===== src/rtl/ide_rt_pkg.sv =====
// Package: shared constants for the IDE channel router.
// Assumes exactly two channels, since the compatibility addresses exist only for two.
package ide_rt_pkg;
    localparam int NUM_CH     = 2;
    localparam int DEF_ADDR_W = 16;

    // Compatibility command-block base for a channel index.
    function automatic logic [15:0] compat_cmd(input int ch);
        return (ch == 0) ? 16'h01F0 : 16'h0170;
    endfunction

    // Compatibility control-block byte for a channel index.
    function automatic logic [15:0] compat_ctl(input int ch);
        return (ch == 0) ? 16'h03F6 : 16'h0376;
    endfunction
endpackage


===== src/rtl/ide_base_sel.sv =====
// Module: per-channel base selection.
// Registers the channel enable and picks the compatibility or native command
// and control bases. Assumes the caller has already combined the native
// qualifiers and the channel gate.
module ide_base_sel
    import ide_rt_pkg::*;
#(
    parameter int ADDR_W    = DEF_ADDR_W,
    parameter int CH_IDX    = 0,
    parameter int CMD_ALIGN = 3,
    parameter int CTL_ALIGN = 2,
    parameter int CTL_OFS   = 2
) (
    input  logic              clk,
    input  logic              rst_n,
    input  logic              native,
    input  logic              chan_on,
    input  logic [ADDR_W-1:0] cmd_bar,
    input  logic [ADDR_W-1:0] ctl_bar,
    output logic              en_q,
    output logic [ADDR_W-1:0] cmd_base_q,
    output logic [ADDR_W-1:0] ctl_base_q
);
    localparam logic [ADDR_W-1:0] CMD_MASK  = ~ADDR_W'((1 << CMD_ALIGN) - 1);
    localparam logic [ADDR_W-1:0] CTL_MASK  = ~ADDR_W'((1 << CTL_ALIGN) - 1);
    localparam logic [ADDR_W-1:0] CMD_LEG   = ADDR_W'(compat_cmd(CH_IDX));
    localparam logic [ADDR_W-1:0] CTL_LEG   = ADDR_W'(compat_ctl(CH_IDX));
    localparam logic [ADDR_W-1:0] CTL_DELTA = ADDR_W'(CTL_OFS);

    logic [ADDR_W-1:0] cmd_nat, ctl_nat, cmd_nxt, ctl_nxt;

    // Derive the native bases from the base registers.
    always_comb begin
        cmd_nat = cmd_bar & CMD_MASK;
        ctl_nat = (ctl_bar & CTL_MASK) + CTL_DELTA;
    end

    // Choose between the native and compatibility address pairs.
    always_comb begin
        cmd_nxt = native ? cmd_nat : CMD_LEG;
        ctl_nxt = native ? ctl_nat : CTL_LEG;
    end

    // Hold the selected bases and the enable.
    always_ff @(posedge clk) begin
        if (!rst_n) begin
            en_q       <= 1'b0;
            cmd_base_q <= CMD_LEG;
            ctl_base_q <= CTL_LEG;
        end else begin
            en_q       <= chan_on;
            cmd_base_q <= cmd_nxt;
            ctl_base_q <= ctl_nxt;
        end
    end
endmodule


===== src/rtl/ide_io_hit.sv =====
// Module: per-channel address comparator.
// Combinational. Flags a command-block hit over 2**SPAN_W bytes and a
// control-byte hit on one address. Assumes cmd_base is aligned to the span.
module ide_io_hit #(
    parameter int ADDR_W = 16,
    parameter int SPAN_W = 3
) (
    input  logic              en,
    input  logic [ADDR_W-1:0] cmd_base,
    input  logic [ADDR_W-1:0] ctl_base,
    input  logic [ADDR_W-1:0] addr,
    output logic              cmd_hit,
    output logic              ctl_hit
);
    localparam logic [ADDR_W-1:0] SPAN_MASK = ~ADDR_W'((1 << SPAN_W) - 1);

    // Compare the address against both blocks of an enabled channel.
    always_comb begin
        cmd_hit = en && ((addr & SPAN_MASK) == (cmd_base & SPAN_MASK));
        ctl_hit = en && (addr == ctl_base);
    end
endmodule


===== src/rtl/ide_irq_route.sv =====
// Module: interrupt steering and pending flag.
// Sends each channel's request to its legacy line or to the shared INTA, and
// keeps a pending flag that follows request edges. Assumes level requests.
module ide_irq_route #(
    parameter int NCH = 2
) (
    input  logic           clk,
    input  logic           rst_n,
    input  logic [NCH-1:0] native,
    input  logic [NCH-1:0] req,
    input  logic           pend_clr,
    output logic [NCH-1:0] legacy_q,
    output logic           inta_q,
    output logic           pend_q
);
    logic [NCH-1:0] req_prev;
    logic [NCH-1:0] rise, fall;
    logic           pend_nxt;

    // Detect request edges against the previous cycle.
    always_comb begin
        rise = req & ~req_prev;
        fall = ~req & req_prev;
    end

    // Next pending value: a set wins over a fall or a clear.
    always_comb begin
        if (|rise)                   pend_nxt = 1'b1;
        else if ((|fall) || pend_clr) pend_nxt = 1'b0;
        else                          pend_nxt = pend_q;
    end

    // Register the steered interrupt outputs and the pending flag.
    always_ff @(posedge clk) begin
        if (!rst_n) begin
            req_prev <= '0;
            legacy_q <= '0;
            inta_q   <= 1'b0;
            pend_q   <= 1'b0;
        end else begin
            req_prev <= req;
            legacy_q <= req & ~native;
            inta_q   <= |(req & native);
            pend_q   <= pend_nxt;
        end
    end
endmodule


===== src/rtl/ide_chan_router.sv =====
// Module: top of the IDE channel decode and interrupt router.
// Qualifies native mode and channel gating, instantiates one base selector and
// one comparator per channel, and the shared interrupt router.
module ide_chan_router
    import ide_rt_pkg::*;
#(
    parameter int ADDR_W    = DEF_ADDR_W,
    parameter int CMD_ALIGN = 3,
    parameter int CTL_ALIGN = 2,
    parameter int CTL_OFS   = 2
) (
    input  logic                          clk,
    input  logic                          rst_n,
    input  logic                          io_space_en,
    input  logic                          bar_en,
    input  logic                          sec_chan_en,
    input  logic [NUM_CH-1:0]             native_sel,
    input  logic [NUM_CH-1:0][ADDR_W-1:0] cmd_bar,
    input  logic [NUM_CH-1:0][ADDR_W-1:0] ctl_bar,
    input  logic [ADDR_W-1:0]             io_addr,
    input  logic [NUM_CH-1:0]             chan_irq,
    input  logic                          pend_clr,
    output logic [NUM_CH-1:0]             chan_en,
    output logic [NUM_CH-1:0][ADDR_W-1:0] cmd_base,
    output logic [NUM_CH-1:0][ADDR_W-1:0] ctl_base,
    output logic [NUM_CH-1:0]             cmd_hit,
    output logic [NUM_CH-1:0]             ctl_hit,
    output logic [NUM_CH-1:0]             irq_legacy,
    output logic                          irq_inta,
    output logic                          irq_pend
);
    logic [NUM_CH-1:0] native;
    logic [NUM_CH-1:0] chan_on;

    // Native decoding needs both the channel select and the global permit.
    always_comb native = native_sel & {NUM_CH{bar_en}};

    for (genvar g = 0; g < NUM_CH; g++) begin : g_ch
        if (g == 0) begin : g_pri
            // Primary channel follows the I/O space enable alone.
            always_comb chan_on[g] = io_space_en;
        end else begin : g_sec
            // Secondary channel also needs its own enable.
            always_comb chan_on[g] = io_space_en & sec_chan_en;
        end

        ide_base_sel #(
            .ADDR_W(ADDR_W), .CH_IDX(g), .CMD_ALIGN(CMD_ALIGN),
            .CTL_ALIGN(CTL_ALIGN), .CTL_OFS(CTL_OFS)
        ) u_sel (
            .clk(clk), .rst_n(rst_n), .native(native[g]), .chan_on(chan_on[g]),
            .cmd_bar(cmd_bar[g]), .ctl_bar(ctl_bar[g]),
            .en_q(chan_en[g]), .cmd_base_q(cmd_base[g]), .ctl_base_q(ctl_base[g])
        );

        ide_io_hit #(.ADDR_W(ADDR_W), .SPAN_W(CMD_ALIGN)) u_hit (
            .en(chan_en[g]), .cmd_base(cmd_base[g]), .ctl_base(ctl_base[g]),
            .addr(io_addr), .cmd_hit(cmd_hit[g]), .ctl_hit(ctl_hit[g])
        );
    end

    ide_irq_route #(.NCH(NUM_CH)) u_irq (
        .clk(clk), .rst_n(rst_n), .native(native), .req(chan_irq),
        .pend_clr(pend_clr), .legacy_q(irq_legacy), .inta_q(irq_inta),
        .pend_q(irq_pend)
    );
endmodule


===== config.mk =====
export PLATFORM = sky130hd
export DESIGN_NAME = ide_chan_router
export DESIGN_NICKNAME = d
export VERILOG_FILES = /design/src/rtl/ide_rt_pkg.sv /design/src/rtl/ide_base_sel.sv /design/src/rtl/ide_io_hit.sv /design/src/rtl/ide_irq_route.sv /design/src/rtl/ide_chan_router.sv
export SDC_FILE = /design/constraint.sdc
export NUM_CORES = 1
export LEC_CHECK = 0
export CELL_PAD_IN_SITES_DETAIL_PLACEMENT = 2
export CELL_PAD_IN_SITES_GLOBAL_PLACEMENT = 2
export CORE_MARGIN = 2
export CORE_UTILIZATION = 22
export CTS_CLUSTER_DIAMETER = 100
export DETAILED_ROUTE_END_ITERATION = 10
export PLACE_DENSITY = 0.93
export SYNTH_ARGS = -nofsm -noshare
export SYNTH_HDL_FRONTEND = slang
export SYNTH_SLANG_ARGS = --single-unit

===== constraint.sdc =====
create_clock -name clk -period 2.2 [get_ports clk]
set_input_delay 0.44 -clock clk [delete_from_list [all_inputs] [get_ports clk]]
set_output_delay 0.44 -clock clk [all_outputs]
set_load 0.01 [all_outputs]

* Yosys cells after proc, flatten, opt, wreduce, memory -nomap -nowiden
Index checks and enable logic that the tools add are counted.
** Cells by class
- $add $sub $neg :: 2
- Equal/unequal tests :: 4
- Muxes and demuxes :: 2
- Bitwise logic cells :: 9
- Reductions and logical operators :: 11
** Operators by type and width (number)
- $add A16 B2 Y16 const B :: 2
- $eq A16 B16 Y1 :: 2
- $eq A13 B13 Y1 :: 2
- $and A2 B2 Y2 :: 5
- $not A2 Y2 :: 3
- $reduce_or A2 Y1 :: 3
- $logic_and A1 B1 Y1 :: 4
- $reduce_and A2 Y1 :: 2
- $mux W1 :: 2
- $reduce_bool A2 Y1 :: 1
- $and A1 B1 Y1 :: 1
- $logic_or A1 B1 Y1 :: 1
** Storage, ports and cells
- Bits in registers :: 72
- Input bits :: 90
- Output and inout port bits :: 74
- Word-level logic and storage cells :: 40

* Longest topological paths before layout
Gate-level depths: netlist of run 1.
- Depth in word-level cells :: 6
- Mapped depth :: 5
- Mapped depth without buffers :: 3

* Hierarchy
Synthesis of run 1 repeated with hierarchy kept, for this count alone.
** Second synthesis, totals
- Cells, all modules :: 236
- Area total of the unflattened synthesis :: 2539.9 um2
** By module, submodules not included
- ide_base_sel at g_ch[0].u_sel :: instances 1, cells each 68, area each 838.3 um2, seq. area each 560.5 um2
- ide_base_sel at g_ch[1].u_sel :: instances 1, cells each 68, area each 835.8 um2, seq. area each 560.5 um2
- ide_io_hit :: instances 2, cells each 40, area each 324.1 um2, seq. area each 0.0 um2
- ide_irq_route :: instances 1, cells each 17, area each 198.9 um2, seq. area each 120.1 um2
- ide_chan_router :: instances 1, cells each 3, area each 18.8 um2, seq. area each 0.0 um2

* Worst setup path before layout of run 1
Ideal clock, no wire load.
- Path type :: input -> output
- Start :: input port io_addr[14]
- End :: output port ctl_hit[0]
- Data arrival time :: 1.223 ns
- Data required time :: 1.760 ns
- Slack :: 0.537 ns
- Stages :: 5
- Buffers on the path :: 2
- Cells stage by stage :: buf_2 -> xnor2_1 -> nand4_1 -> nor4_2 -> buf_4
** Between the ends
- Word-level cells in the longest chain between the ends :: 2
** Ends and longest elaborated chain
- start: declaration :: RTL line ide_chan_router.sv:20 : input logic [ADDR_W-1:0] io_addr,
- $eq A16 B16 Y1 :: RTL line ide_io_hit.sv:20 : ctl_hit = en && (addr == ctl_base);
- $logic_and A1 B1 Y1 :: RTL line ide_io_hit.sv:20
- end: declaration :: RTL line ide_chan_router.sv:27 : output logic [NUM_CH-1:0] ctl_hit,
Every way passes these cells.

* Worst setup path after layout of run 1
- Start :: input port io_addr[5]
- End :: output port ctl_hit[0]
The elaborated chain is that of the path after synthesis.

==> qor.txt, run 1 <==
initial antenna violation count - 1
horizontal die dimension - 113 um
starting utilization of the core area - 22.7%
status - completed
crit path time final - 2.11 ns
core area - 0.0115 mm2
CP endpoint kind - output pin
max cap viols - 0
Crit Path Category - in2out
leakage component of the power - 1.81 nW
antenna violation net count after detailed routing - 0
worst skew pair latency - 0.33 ns
CTS tree - built
unrepaired setup endpoints after global routing - no
Yosys warnings - 0
Commonest cells post-synth - sky130_fd_sc_hd__dfxtp_1, sky130_fd_sc_hd__xnor2_1, sky130_fd_sc_hd__and2_1, sky130_fd_sc_hd__nand2b_1, sky130_fd_sc_hd__buf_4
pin count of the biggest net entering global routing - 28
number of DRC violations after detailed routing - 0
fin crit share - 95.9%
top area cells in the synthesized netlist - sky130_fd_sc_hd__dfxtp_1, sky130_fd_sc_hd__xnor2_1, sky130_fd_sc_hd__and2_1, sky130_fd_sc_hd__buf_4, sky130_fd_sc_hd__nand2b_1
post-synth top area share - 47.7%
Max stage delay on crit path - 0.27 ns
utilization after layout - 39.8%
Final Routed Wirelength - 10200 um
Top-Level Pins - 164
highest-delay cell along the critical path - sky130_fd_sc_hd__dlygate4sd2_1
vias in the first global route - 2537
detailed router's first-iteration violation count - 61
sequential share of the synthesized area - 47.7%
Fmax achieved - 474 MHz
count of endpoints failing hold in the final timing report - 0
async set-reset flop share out of synthesis - 0%
post-synth design cell area - 0.00260 mm2
worst clock skew - 0.000755 ns
vias after detailed routing - 2209
setup violators final - 0
synthesis-stage register bit count - 62
number of clock buffers inserted by TritonCTS - 9
CTS sink cnt - 62
number of instances in the synthesized netlist - 246
Remaining Overflow, GRT - 0
Max IR drop VDD - 433 uV
critical path required time - 1.76 ns
via-per-instance ratio - 4.03
count of unique library cells instantiated by Yosys - 21
worst endpoint data arrival time - 1.67 ns
row count - 39
maximum fanout along the worst path - 3
top-count cell post-synth - sky130_fd_sc_hd__dfxtp_1
dominant cell type by area after synthesis - sky130_fd_sc_hd__dfxtp_1
maximum clock path buffer count - 2
fraction of final layout cells sized beyond drive strength 1 - 15.8%
HPWL after detailed placement - 8120 um
average cell area after synthesis - 10.6 um2
clock root buffer master - sky130_fd_sc_hd__clkbuf_16
count of input and output buffers - 143
number of buffer and inverter stages on the critical path - 3
floorplan die area - 0.0127 mm2
depth of the CTS H-tree - 3
power density over the cells - 685 mW/mm2
wire length per cell - 18.6 um
height of the chip - 113 um
Area growth syn-to-layout - 75.6%
NumNets Final - 489
Hold WC Path Type - reg2reg
cell family with the largest share of critical-path delay - buffers and inverters
top flip-flop cell by instance count after synthesis - sky130_fd_sc_hd__dfxtp_1
final hold slack - 0.614 ns
GRT Total Usage - 16.1%
wire length of the first global-routing pass - 14900 um
cts-stage hold buffer count - 0
number of cells in the design after placement - 525
final count of pins violating max slew - 0
cells traversed along the worst timing path - dlygate4sd2_1, buf_4, xnor2_2, nand4_1, nor4_2, buf_2
Final Instance Count excl. Fillers - 548
count of flip-flops with a built-in enable after synthesis - 0
CTS clock-pin slew for the worst setup and hold paths - 0.05 ns
routability congestion estimate from global placement - 0.724
DRT Pass-1 Iters - 4
Worst Setup Start Kind - input port
## cell type report
| type | count | area, um2 |
|---|---|---|
| diodes | 1 | 2.50 |
| clock buffers | 13 | 280 |
| clock inverters | 3 | 40.0 |
| fillers | 1216 | 6900 |
| inverters | 2 | 7.51 |
| multi-input cells | 155 | 1200 |
| flip-flops and latches | 62 | 1240 |
| well taps | 143 | 179 |
| repair buffers | 169 | 1620 |
## per-layer routing
metal  track usage, %  wire [um]
met1             16.8       3760
met5                0          0
met4             5.53        161
met3             5.46        769
met2             30.0       5490
## worst min-delay path, cell delays in order, from the launching register on
cell and delay (ns):
sky130_fd_sc_hd__dfxtp_1 0.32, sky130_fd_sc_hd__o22ai_1 0.12, sky130_fd_sc_hd__o21a_1 0.14
## through the flow
step                instance area [um2]  TNS [ns]  worst slack, ns  total power [mW]
floorplan                          2630         0            0.537              1.39
global placement                   4110     -2.00           -0.542              1.62
detailed placement                 4110     -2.25           -0.628              1.63
CTS                                4500         0           0.0118              3.17
global route                       4570         0          0.00246              3.25
finish                             4570         0           0.0905              3.13
## flip-flops by register name, summed over array words and instances (netlist names)
name	count
g_ch.u_sel.ctl_base_q	28
g_ch.u_sel.cmd_base_q	26
g_ch.u_sel.en_q	2
u_irq.legacy_q	2
u_irq.req_prev	2
u_irq.inta_q	1
u_irq.pend_q	1
## final timing paths
| kind | startpoint | slack (ns) | end | cells after the start |
|---|---|---|---|---|
| max | io_addr[5] | 0.09 | ctl_hit[0] | 6 |
| min | u_irq.req_prev[0]$_SDFF_PN0_ | 0.61 | u_irq.pend_q$_SDFFE_PN0P_ | 2 |
| max reg2reg | u_irq.pend_q$_SDFFE_PN0P_ | 1.27 | u_irq.pend_q$_SDFFE_PN0P_ | 3 |
| min reg2reg | u_irq.req_prev[0]$_SDFF_PN0_ | 0.61 | u_irq.pend_q$_SDFFE_PN0P_ | 2 |
## layout by cell type (no fill, tap or decap), types with 10 or more instances in the layout
cell type / n
sky130_fd_sc_hd__and2_1: 35
sky130_fd_sc_hd__buf_4: 20
sky130_fd_sc_hd__clkdlybuf4s50_1: 123
sky130_fd_sc_hd__conb_1: 10
sky130_fd_sc_hd__dfxtp_1: 62
sky130_fd_sc_hd__dlygate4sd2_1: 10
sky130_fd_sc_hd__nand2b_1: 23
sky130_fd_sc_hd__nand4_1: 12
sky130_fd_sc_hd__xnor2_1: 42
sky130_fd_sc_hd__xnor2_2: 12
## logic make-up after synthesis
family / after synthesis / synth area share (%)
and+or+nand+nor: 85 / 20.9
buffers and inverters: 37 / 11.2
DFF: 62 / 47.7
AOI/OAI and AO/OA: 6 / 1.73
xor gates and xnor gates: 54 / 18.2
other: 2 / 0.289
## power by group
| part | internal (mW) | switching (mW) | total [mW] | leakage, nW |
|---|---|---|---|---|
| clock | 0.996 | 0.504 | 1.50 | 0.162 |
| combinational | 0.280 | 0.160 | 0.440 | 1.14 |
| sequential | 1.16 | 0.0287 | 1.19 | 0.507 |
## timing repair
item,4_1_cts,5_1_grt
setup buffers,2,4
resized for setup,44,12
setup endpoints to repair,4,4
pin swaps,7,8
No activity file was read; power rests on OpenSTA's default activity.
==> inputs of run 2 (changes only) <==
Settings changed: MAX_ROUTING_LAYER from default to met4.
==> run 2 against run 1 <==
Non-clock buffer count unchanged. Die area unchanged. Global-route usage up 0.45 points. Utilization about the same. Combinational power about the same.
==> qor.txt, run 2 (synthesis gave the netlist of run 1 again) <==
status - completed (unchanged)
starting utilization of the core area - 22.7% (unchanged)
fin crit share - 96.0% (was 95.9%)
via-per-instance ratio - 4.03 (about the same)
final count of pins violating max slew - 0 (unchanged)
final hold slack - 0.616 ns (was 0.614 ns)
Worst Setup Start Kind - input port (unchanged)
Fmax achieved - 473 MHz (was 474 MHz)
layout filler cell count - 1215 (was 1216)
horizontal die dimension - 113 um (unchanged)
Area growth syn-to-layout - 75.7% (was 75.6%)
crit path time final - 2.11 ns (about the same)
floorplan die area - 0.0127 mm2 (unchanged)
critical path required time - 1.76 ns (about the same)
depth of the CTS H-tree - 3 (unchanged)
wire length per cell - 18.5 um (was 18.6 um)
power density over the cells - 684 mW/mm2 (was 685 mW/mm2)
fraction of final layout cells sized beyond drive strength 1 - 15.8% (unchanged)
Top-Level Pins - 164 (unchanged)
sequential fraction of design power - 38.0% (about the same)
Crit Path Category - in2out (unchanged)
Final Routed Wirelength - 10200 um (about the same)
Max IR drop VDD - 433 uV (about the same)
row count - 39 (unchanged)
CTS tree - built (unchanged)
detailed router's first-iteration violation count - 69 (was 61)
power share of the combinational group - 14.1% (about the same)
utilization after layout - 39.9% (was 39.8%)
unrepaired setup endpoints after global routing - no (unchanged)
clock root buffer master - sky130_fd_sc_hd__clkbuf_16 (unchanged)
commonest non-fill, non-tap cell in the layout - sky130_fd_sc_hd__clkdlybuf4s50_1 (unchanged)
commonest cells after routing, fill and taps aside - sky130_fd_sc_hd__clkdlybuf4s50_1, sky130_fd_sc_hd__dfxtp_1, sky130_fd_sc_hd__xnor2_1 (unchanged)
Hold WC Path Type - reg2reg (unchanged)
relative contribution of the clock network to total power - 48.0% (was 47.9%)
DRT Pass-1 Iters - 4 (unchanged)
count of input and output buffers - 143 (unchanged)
count of endpoints failing hold in the final timing report - 0 (unchanged)
number of DRC violations after detailed routing - 0 (unchanged)
max FFs per register - 28 (unchanged)
vias in the first global route - 2546 (was 2537)
initial antenna violation count - 2 (was 1)
height of the chip - 113 um (unchanged)
GRT Total Usage - 16.5% (was 16.1%)
HPWL after detailed placement - 8120 um (unchanged)
max cap viols - 0 (unchanged)
leakage component of the power - 1.81 nW (about the same)
vias after detailed routing - 2210 (was 2209)
NetSw - 0.693 mW (about the same)
CP endpoint kind - output pin (unchanged)
Switching Share - 22.2% (about the same)
RR Startpoint - u_irq.pend_q$_SDFFE_PN0P_ (unchanged)
wire length of the first global-routing pass - 14800 um (was 14900 um)
setup violators final - 0 (unchanged)
Worst setup startpoint - io_addr[5] (unchanged)
CTS clock-pin slew for the worst setup and hold paths - 0.05 ns (about the same)
maximum fanout along the worst path - 3 (unchanged)
number of clock buffers inserted by TritonCTS - 9 (unchanged)
antenna violation net count after detailed routing - 0 (unchanged)
Min-Delay Startpoint - u_irq.req_prev[0]$_SDFF_PN0_ (unchanged)
worst clock skew - 0.00155 ns (was 0.000755 ns)
largest register by flop count - g_ch.u_sel.ctl_base_q (unchanged)
internal power contribution - 2.43 mW (about the same)
Regs by FF count - g_ch.u_sel.ctl_base_q: 28 flops, g_ch.u_sel.cmd_base_q: 26 flops (unchanged)
NumNets Final - 489 (unchanged)
maximum clock path buffer count - 2 (unchanged)
pin count of the biggest net entering global routing - 28 (unchanged)
CTS sink cnt - 62 (unchanged)
FF/Latch Area - 0.00124 mm2 (unchanged)
core area - 0.0115 mm2 (unchanged)
routability congestion estimate from global placement - 0.733 (was 0.724)
worst endpoint data arrival time - 1.67 ns (about the same)
total area of multi-input combinational cells - 0.00120 mm2 (unchanged)
Remaining Overflow, GRT - 0 (unchanged)
worst skew pair latency - 0.33 ns (about the same)
==> run 2: cell count changes in the layout (fill, tap and decap cells not counted), sizes merged <==
cell	previous run	this run
diode	1	2
==> run 2: power by group through the flow <==
stage	registers (mW)	logic, mW	clock network, mW
floorplan	1.22	0.171	0
global route	1.19	0.473	1.59
detailed placement	1.21	0.423	0
global placement	1.21	0.409	0
finish	1.19	0.440	1.50
CTS	1.19	0.438	1.55
==> run 2: repair_timing <==
item / 4_1_cts / 5_1_grt
resized for setup: 44 / 12
pin swaps: 7 / 8
hold buffers: 0 / 0
setup endpoints to repair: 4 / 4
setup buffers: 2 / 4
==> run 2: worst paths after layout <==
kind                                     to  slack, ns  depth (start not counted)
hold / removal    u_irq.pend_q$_SDFFE_PN0P_       0.62                          2
setup reg to reg  u_irq.pend_q$_SDFFE_PN0P_       1.28                          3
hold reg to reg   u_irq.pend_q$_SDFFE_PN0P_       0.62                          2
setup / recovery                 ctl_hit[0]       0.09                          6
==> run 2: per-stage QoR <==
step | area, um2 | setup WS, ns | setup TNS (ns) | cells | total power, mW
3_5_place_dp | 4110 | -0.628 | -2.25 | 525 | 1.63
4_1_cts | 4500 | 0.0118 | 0 | 543 | 3.17
5_1_grt | 4570 | 0.00239 | 0 | 549 | 3.25
6_report | 4570 | 0.0875 | 0 | 549 | 3.13
2_1_floorplan | 2630 | 0.537 | 0 | 254 | 1.39
3_3_place_gp | 4110 | -0.542 | -2.00 | 525 | 1.62
==> run 2: worst max-delay path, cell delays in order <==
cell and delay [ns]:
sky130_fd_sc_hd__dlygate4sd2_1 0.27, sky130_fd_sc_hd__buf_4 0.17, sky130_fd_sc_hd__xnor2_2 0.22, sky130_fd_sc_hd__nand4_1 0.13, sky130_fd_sc_hd__nor4_2 0.26, sky130_fd_sc_hd__buf_2 0.18
==> run 2: layout make-up <==
class                   instances  share of cell area (%)
inverters                       2                   0.164
well taps                     143                    3.91
multi-input cells             155                    26.2
clock buffers                  13                    6.13
repair buffers                169                    35.5
flip-flops and latches         62                    27.2
clock inverters                 3                   0.876
diodes                          2                   0.109
==> run 2: metal layers <==
| layer | wire (um) | GRT usage, % |
|---|---|---|
| met1 | 3780 | 16.9 |
| met5 | 0 | - |
| met4 | 163 | 5.53 |
| met2 | 5490 | 30.0 |
| met3 | 723 | 5.14 |
==> inputs of run 3 (changes only) <==
Settings changed: MAX_ROUTING_LAYER met4 to default.
==> results of run 3 <==
No change in the layout: final DEF, timing and power equal those of run 1.
